### config.mk
export PLATFORM = sky130hd
export DESIGN_NAME = wave_streamer
export DESIGN_NICKNAME = d
export VERILOG_FILES = /design/src/rtl/wstr_pkg.sv /design/src/rtl/wstr_cfg_reg.sv /design/src/rtl/wstr_baud.sv /design/src/rtl/wstr_shifter.sv /design/src/rtl/wave_streamer.sv
export SDC_FILE = /design/constraint.sdc
export NUM_CORES = 1
export LEC_CHECK = 0
export ABC_AREA = 1
export BUFFER_PORTS_ARGS = -buffer_cell sky130_fd_sc_hd__buf_2
export CAP_MARGIN = 20
export CORE_MARGIN = 2
export CORE_UTILIZATION = 45
export CTS_CLUSTER_DIAMETER = 100
export DETAILED_ROUTE_END_ITERATION = 8
export PLACE_DENSITY_LB_ADDON = 0.2
export SYNTH_ARGS = -nofsm -noshare
export SYNTH_HDL_FRONTEND = slang
export SYNTH_SLANG_ARGS = --single-unit
### constraint.sdc
create_clock -name clk -period 1.9 [get_ports clk]
set_input_delay 0.475 -clock clk [delete_from_list [all_inputs] [get_ports clk]]
set_output_delay 0.475 -clock clk [all_outputs]
set_load 0.02 [all_outputs]
### src/rtl/wstr_pkg.sv
`timescale 1ns/1ps
package wstr_pkg;

  typedef enum logic [1:0] {
    ST_IDLE = 2'd0,
    ST_SEND = 2'd1,
    ST_GAP  = 2'd2
  } wstr_state_e;

  localparam logic [1:0] XFER_WAVE = 2'b01;

  // Packed so that the vector layout is {xfer[5:4], byte_pkg[3], gap_en[2], slow[1], sel_pol[0]}
  typedef struct packed {
    logic [1:0] xfer;
    logic       byte_pkg;
    logic       gap_en;
    logic       slow;
    logic       sel_pol;
  } wstr_cfg_t;

  // Half of one serial clock period in system clock cycles
  function automatic int unsigned half_period(logic slow, int unsigned half_fast);
    return slow ? 2 * half_fast : half_fast;
  endfunction

  // Total busy cycles of one frame for a given format
  function automatic int unsigned frame_cycles(logic byte_pkg, logic gap_en, logic slow,
                                               int unsigned half_fast, int unsigned n_words,
                                               int unsigned word_w, int unsigned byte_w,
                                               int unsigned gap_clks);
    int unsigned per;
    int unsigned pkgs;
    per  = 2 * half_period(slow, half_fast);
    pkgs = byte_pkg ? n_words * (word_w / byte_w) : n_words;
    return n_words * word_w * per + (gap_en ? (pkgs - 1) * gap_clks * per : 0);
  endfunction

endpackage

### src/rtl/wstr_cfg_reg.sv
`timescale 1ns/1ps
module wstr_cfg_reg
  import wstr_pkg::*;
(
  input  logic       clk,
  input  logic       rst_n,
  input  logic       cfg_we,
  input  logic [5:0] cfg_wdata,
  output wstr_cfg_t  cfg_r
);

  always_ff @(posedge clk or negedge rst_n) begin
    if (!rst_n)      cfg_r <= '0;
    else if (cfg_we) cfg_r <= wstr_cfg_t'(cfg_wdata);
  end


  cfg_hold_chk: assert property (@(posedge clk) disable iff (!rst_n)
    !$past(cfg_we) |-> $stable(cfg_r));


  cfg_write_chk: assert property (@(posedge clk) disable iff (!rst_n)
    cfg_we |=> cfg_r == wstr_cfg_t'($past(cfg_wdata)));

endmodule

### src/rtl/wstr_baud.sv
`timescale 1ns/1ps
module wstr_baud #(
  parameter int unsigned HALF_FAST = 1
) (
  input  logic clk,
  input  logic rst_n,
  input  logic run,
  input  logic slow,
  output logic sclk_hi,
  output logic per_end
);

  localparam int unsigned MAX_PER = 4 * HALF_FAST;
  localparam int unsigned CW      = $clog2(MAX_PER + 1);

  logic [CW-1:0] ph;
  logic [CW-1:0] last_ph;
  logic [CW-1:0] half_lvl;

  assign half_lvl = slow ? CW'(2 * HALF_FAST) : CW'(HALF_FAST);
  assign last_ph  = slow ? CW'(4 * HALF_FAST - 1) : CW'(2 * HALF_FAST - 1);
  assign per_end  = run && (ph == last_ph);
  assign sclk_hi  = ph >= half_lvl;

  always_ff @(posedge clk or negedge rst_n) begin
    if (!rst_n)                 ph <= '0;
    else if (!run || per_end)   ph <= '0;
    else                        ph <= ph + CW'(1);
  end


  ph_bound_chk: assert property (@(posedge clk) disable iff (!rst_n)
    ph < CW'(MAX_PER));


  ph_idle_chk: assert property (@(posedge clk) disable iff (!rst_n)
    !$past(run) |-> ph == '0);

endmodule

### src/rtl/wstr_shifter.sv
`timescale 1ns/1ps
module wstr_shifter #(
  parameter int unsigned WORD_W  = 32,
  parameter int unsigned N_WORDS = 7
) (
  input  logic                        clk,
  input  logic                        rst_n,
  input  logic                        load,
  input  logic                        shift,
  input  logic [N_WORDS*WORD_W-1:0]   words,
  output logic                        sdata
);

  localparam int unsigned FB = N_WORDS * WORD_W;

  logic [FB-1:0] ordered;
  logic [FB-1:0] sr;

  // Word 0 is placed at the top so that it leaves first
  for (genvar k = 0; k < N_WORDS; k++) begin : g_order
    assign ordered[FB-1-k*WORD_W -: WORD_W] = words[k*WORD_W +: WORD_W];
  end

  always_ff @(posedge clk or negedge rst_n) begin
    if (!rst_n)      sr <= '0;
    else if (load)   sr <= ordered;
    else if (shift)  sr <= {sr[FB-2:0], 1'b0};
  end

  assign sdata = sr[FB-1];


  load_shift_excl_chk: assert property (@(posedge clk) disable iff (!rst_n)
    !(load && shift));

endmodule

### src/rtl/wave_streamer.sv
`timescale 1ns/1ps
module wave_streamer
  import wstr_pkg::*;
#(
  parameter int unsigned WORD_W    = 32,
  parameter int unsigned N_WORDS   = 7,
  parameter int unsigned BYTE_W    = 8,
  parameter int unsigned HALF_FAST = 1,
  parameter int unsigned GAP_CLKS  = 7
) (
  input  logic                      clk,
  input  logic                      rst_n,
  input  logic                      cfg_we,
  input  logic [5:0]                cfg_wdata,
  output logic [5:0]                cfg_q,
  input  logic                      start,
  input  logic [N_WORDS*WORD_W-1:0] frame_data,
  output logic                      sclk_o,
  output logic                      sdata_o,
  output logic                      ssel_o,
  output logic                      busy_o
);

  localparam int unsigned N_PKG_MAX = N_WORDS * (WORD_W / BYTE_W);
  localparam int unsigned BCW       = $clog2(WORD_W);
  localparam int unsigned PCW       = $clog2(N_PKG_MAX + 1);
  localparam int unsigned GCW       = $clog2(GAP_CLKS + 1);
  localparam int unsigned RCW       = 24;

  wstr_cfg_t   cfg_r;
  wstr_cfg_t   cap;
  wstr_state_e state;
  logic [BCW-1:0] bit_cnt;
  logic [PCW-1:0] pkg_left;
  logic [GCW-1:0] gap_cnt;

  logic in_send, in_gap, run;
  logic sclk_hi, per_end;
  logic last_bit, last_pkg;
  logic accept;
  logic ev_bit_end, ev_pkg_end, ev_frame_end, ev_gap_enter, ev_gap_end;
  logic shift;

  wstr_cfg_reg i_cfg (
    .clk       (clk),
    .rst_n     (rst_n),
    .cfg_we    (cfg_we),
    .cfg_wdata (cfg_wdata),
    .cfg_r     (cfg_r)
  );

  assign cfg_q = cfg_r;

  assign in_send = (state == ST_SEND);
  assign in_gap  = (state == ST_GAP);
  assign run     = (state != ST_IDLE);

  wstr_baud #(.HALF_FAST(HALF_FAST)) i_baud (
    .clk     (clk),
    .rst_n   (rst_n),
    .run     (run),
    .slow    (cap.slow),
    .sclk_hi (sclk_hi),
    .per_end (per_end)
  );

  // Named events
  assign accept       = start && (state == ST_IDLE) && (cfg_r.xfer == XFER_WAVE);
  assign last_bit     = cap.byte_pkg ? (bit_cnt == BCW'(BYTE_W - 1)) : (bit_cnt == BCW'(WORD_W - 1));
  assign last_pkg     = (pkg_left == PCW'(1));
  assign ev_bit_end   = in_send && per_end;
  assign ev_pkg_end   = ev_bit_end && last_bit;
  assign ev_frame_end = ev_pkg_end && last_pkg;
  assign ev_gap_enter = ev_pkg_end && !last_pkg && cap.gap_en;
  assign ev_gap_end   = in_gap && per_end && (gap_cnt == GCW'(GAP_CLKS - 1));
  // Data moves on a falling serial edge: the shift that would land inside a gap is held until the gap ends
  assign shift        = (ev_bit_end && !ev_gap_enter) || ev_gap_end;

  wstr_shifter #(.WORD_W(WORD_W), .N_WORDS(N_WORDS)) i_shift (
    .clk   (clk),
    .rst_n (rst_n),
    .load  (accept),
    .shift (shift),
    .words (frame_data),
    .sdata (sdata_o)
  );

  always_ff @(posedge clk or negedge rst_n) begin
    if (!rst_n) begin
      state    <= ST_IDLE;
      cap      <= '0;
      bit_cnt  <= '0;
      pkg_left <= '0;
      gap_cnt  <= '0;
    end else begin
      unique case (state)
        ST_IDLE: begin
          if (accept) begin
            cap      <= cfg_r;
            state    <= ST_SEND;
            bit_cnt  <= '0;
            pkg_left <= cfg_r.byte_pkg ? PCW'(N_PKG_MAX) : PCW'(N_WORDS);
          end
        end
        ST_SEND: begin
          if (ev_bit_end) begin
            if (last_bit) begin
              bit_cnt <= '0;
              if (last_pkg) begin
                state <= ST_IDLE;
              end else begin
                pkg_left <= pkg_left - PCW'(1);
                if (cap.gap_en) begin
                  state   <= ST_GAP;
                  gap_cnt <= '0;
                end
              end
            end else begin
              bit_cnt <= bit_cnt + BCW'(1);
            end
          end
        end
        ST_GAP: begin
          if (per_end) begin
            if (gap_cnt == GCW'(GAP_CLKS - 1)) state <= ST_SEND;
            else                               gap_cnt <= gap_cnt + GCW'(1);
          end
        end
        default: state <= ST_IDLE;
      endcase
    end
  end

  assign busy_o = run;
  assign sclk_o = in_send ? sclk_hi : 1'b1;
  assign ssel_o = run ? cap.sel_pol : ~cfg_r.sel_pol;

  // Frame length checker
  logic [RCW-1:0] run_cnt;
  always_ff @(posedge clk or negedge rst_n) begin
    if (!rst_n)    run_cnt <= '0;
    else if (!run) run_cnt <= '0;
    else           run_cnt <= run_cnt + RCW'(1);
  end


  frame_len_chk: assert property (@(posedge clk) disable iff (!rst_n)
    ev_frame_end |-> (32'(run_cnt) + 32'd1 ==
      frame_cycles(cap.byte_pkg, cap.gap_en, cap.slow, HALF_FAST, N_WORDS, WORD_W, BYTE_W, GAP_CLKS)));


  sclk_idle_chk: assert property (@(posedge clk) disable iff (!rst_n)
    !busy_o |-> sclk_o);


  data_edge_chk: assert property (@(posedge clk) disable iff (!rst_n)
    ($past(busy_o) && busy_o && (sdata_o != $past(sdata_o))) |-> $fell(sclk_o));


  gap_idle_chk: assert property (@(posedge clk) disable iff (!rst_n)
    in_gap |-> (sclk_o && busy_o));


  cap_stable_chk: assert property (@(posedge clk) disable iff (!rst_n)
    ($past(busy_o) && busy_o) |-> $stable(cap));


  reserved_code_chk: assert property (@(posedge clk) disable iff (!rst_n)
    (start && !busy_o && (cfg_r.xfer != XFER_WAVE)) |=> !busy_o);


  cap_code_chk: assert property (@(posedge clk) disable iff (!rst_n)
    busy_o |-> cap.xfer == XFER_WAVE);


  bit_bound_chk: assert property (@(posedge clk) disable iff (!rst_n)
    cap.byte_pkg |-> bit_cnt < BCW'(BYTE_W));

endmodule

==> out/metrics.cfg <==
[run_status]
status = finished with violations
violations = negative setup slack

[timing]
timing.fmax_ghz = 0.449
rsz0062_at_grt = true
tns_ns = -43.97
worst_pin_slew_ns = 0.470
slew_headroom_pct = 68.7
period_share_pct = 117
finalWorstSetupSlack_ns = -0.328
finalCriticalPeriod_ns = 2.23
final.setup_skew_ns = 0.0144
finalSetupViolCount = 241
drv_slew = 0
final_hold_viol_count = 0

[drt]
dr.pass1.iters = 5
drtIter0Drc = 964
routedWlPerCell_um = 14.9
postRouteAntennaNets = 0
routed_wl_um = 38600
vias_per_cell = 5.20
num_vias = 13500
route.detailed.drc = 0

[floorplan]
die_area_um2 = 31200
coreArea_um2 = 29500
ioPinCount = 244
initial_core_util_pct = 45.5
die_h_um = 177
die_w_um = 177
rows = 63

[worst_setup_path]
start_kind = flip-flop
required_ns = 1.42
crit_path_max_fanout = 2
endpoint_kind = output port
worstSetupPathType = flip-flop to output port
crit_arrival_ns = 1.75

[global_routing]
grt_pass1_vias = 12800
gr-total-overflow = 0
antenna_found_initial = 0
grt_start_max_net_pins = 69
grt_usage_pct = 24.3
grt_pass1_wl_um = 62600

[cells_and_area]
layout-drive-gt1-share_pct = 23.2
area_delta_synth_final_pct = 33.5
antennaDiodeCount = 0
nets = 2425
fin_area_um2 = 17900
fillCellCount = 2661
stdcell_count = 2596

[place]
dpl_worst_slack_ns = -0.0816
gp_congestion = 0.817
io_buffer_count = 243
place_area_um2 = 15600
dp.cells = 2483
place_hpwl_um = 23100

[synth]
yosysTopAreaCellShare_pct = 47.1
synthTopCellsByArea = dfrtp_1 (47%), nand2_1 (33%), nand4_1 (10%), buf_2 (2.1%), clkbuf_1 (1.8%)
synth_cells = 1919
yosys-top-cells-count = nand2_1 (1,173), dfrtp_1 (252), nand4_1 (224)
yosysMostFrequentCell = nand2_1
ys_warn_count = 0
async_flop_share_pct = 100
avgSynthCellArea_um2 = 6.98
synth.distinct_cells = 27
synth-edff-count = 0
synthFlopType = dfrtp_1
ys_seq_elements = 252
syn_area_um2 = 13400
synth_area_leader_cell = dfrtp_1
ys_seq_area_share_pct = 47.1
syn-num-nets = 2161

[worst_hold_path]
hold_path_class = input pin to flip-flop

[clock_network]
cts_tree = done
cts_num_sinks = 252
cts_buffers = 30
clk_latency_ns = 0.55
clkTransAtPathRegs_ns = 0.06
cts_htree_levels = 1
cts_root_buffer = clkbuf_16
clockBufferDepth = 3

[pwr]
ir_drop_mv = 0.781
powerDensity_nw_per_um2 = 1470
p_leak_nw = 10.2
power_mw = 26.3

[job]
maxCapViolCount = 0

-- layout by cell type, fill, tap and decap left out, drive strengths merged --
master	synthesis	final
nand2	1174	1174
buf	86	372
dfrtp	252	252
nand4	224	224
clkbuf	63	43
inv	30	30
nor2	28	28
o21ai	23	23
nand3	17	17
ha	8	8
clkinv	1	8
bufbuf	0	5
clkinvlp	0	4
bufinv	0	4
a21oi	4	4
xnor2	2	2
xor2	2	2
nand3b	1	1
o21bai	1	1
or2	1	1
a31oi	1	1
mux2	1	1
dlygate4sd3	0	1
-- metal layers --
layer | part of all wire, % | wire length [um] | GRT usage (%)
met1 | 44 | 16900 | 33.5
met2 | 48 | 18400 | 39.6
met3 | 5.8 | 2240 | 3.45
met4 | 2.8 | 1070 | 7.99
met5 | 0 | 0 | 0
-- through the flow --
stage | hold WS (ns) | util, %
6_report | 0.128 | 60.7
5_1_grt | 0.131 | 60.7
4_1_cts | 0.111 | 60.0
3_5_place_dp | 0.424 | 53.0
3_3_place_gp | 0.427 | 53.0
2_1_floorplan | 0.179 | -
-- worst max-delay path, cell delays in order (launching register included) --
cell and delay (ns):
dfrtp_1 0.36, inv_2 0.06, buf_4 0.13, ha_1 0.28, o21ai_2 0.12, nand3_1 0.11, buf_6 0.15
-- power breakdown --
part / leakage (nW) / internal [mW] / switching (mW) / total (mW)
clock network: 0.513 / 3.74 / 2.31 / 6.05
registers: 3.39 / 7.89 / 1.43 / 9.32
logic: 6.32 / 5.28 / 5.69 / 11.0
-- path summary, 6_finish.rpt --
path | from | to | slack [ns] | cells after the start
max reg2reg | i_baud.ph[1] | i_shift.sr[121] | -0.30 | 16
min reg2reg | cap[0] | cap[0] | 0.49 | 2
min in group asynchronous | rst_n | i_shift.sr[105] | 0.43 | 2
max | cap[1] | sclk_o | -0.33 | 6
max in group asynchronous | rst_n | pkg_left[4] | 0.85 | 3
min | cfg_wdata[2] | i_cfg.cfg_r[2] | 0.13 | 3
-- flip-flops by register name (all words and copies together), names as in the netlist --
| register | count |
|---|---|
| i_shift.sr | 224 |
| i_cfg.cfg_r | 6 |
| bit_cnt | 5 |
| pkg_left | 5 |
| cap | 4 |
| gap_cnt | 3 |
| i_baud.ph | 3 |
| state | 2 |
-- cell families after synthesis --
group,Yosys count,share of synthesized area (%)
AOI/OAI and AO/OA,29,1.11
adders and majority gates,8,0.747
xor gates and xnor gates,4,0.261
and+or+nand+nor,1445,45.1
muxes,1,0.0840
buffers and inverters,180,5.67
DFF,252,47.1
-- timing repair --
item                                    CTS  global route
endpoints found under the setup margin   54           241
endpoints found under the hold margin    37             0
hold buffers                              1             0
pin swaps                                 9             7
gates resized for setup                  73            48
setup buffers                            35            10
gates cloned                             16             3
-- area by class of cell --
| type | count | area [um2] | area share (%) |
|---|---|---|---|
| Clock buffer | 40 | 870 | 4.86 |
| Inverter | 31 | 124 | 0.692 |
| Timing Repair Buffer | 381 | 3340 | 18.6 |
| Multi-Input combinational cell | 1487 | 6580 | 36.8 |
| Tap cell | 390 | 488 | 2.73 |
| Sequential cell | 252 | 6310 | 35.3 |
| Clock inverter | 15 | 185 | 1.03 |
Note: power is estimated with default switching activity, not from simulation.
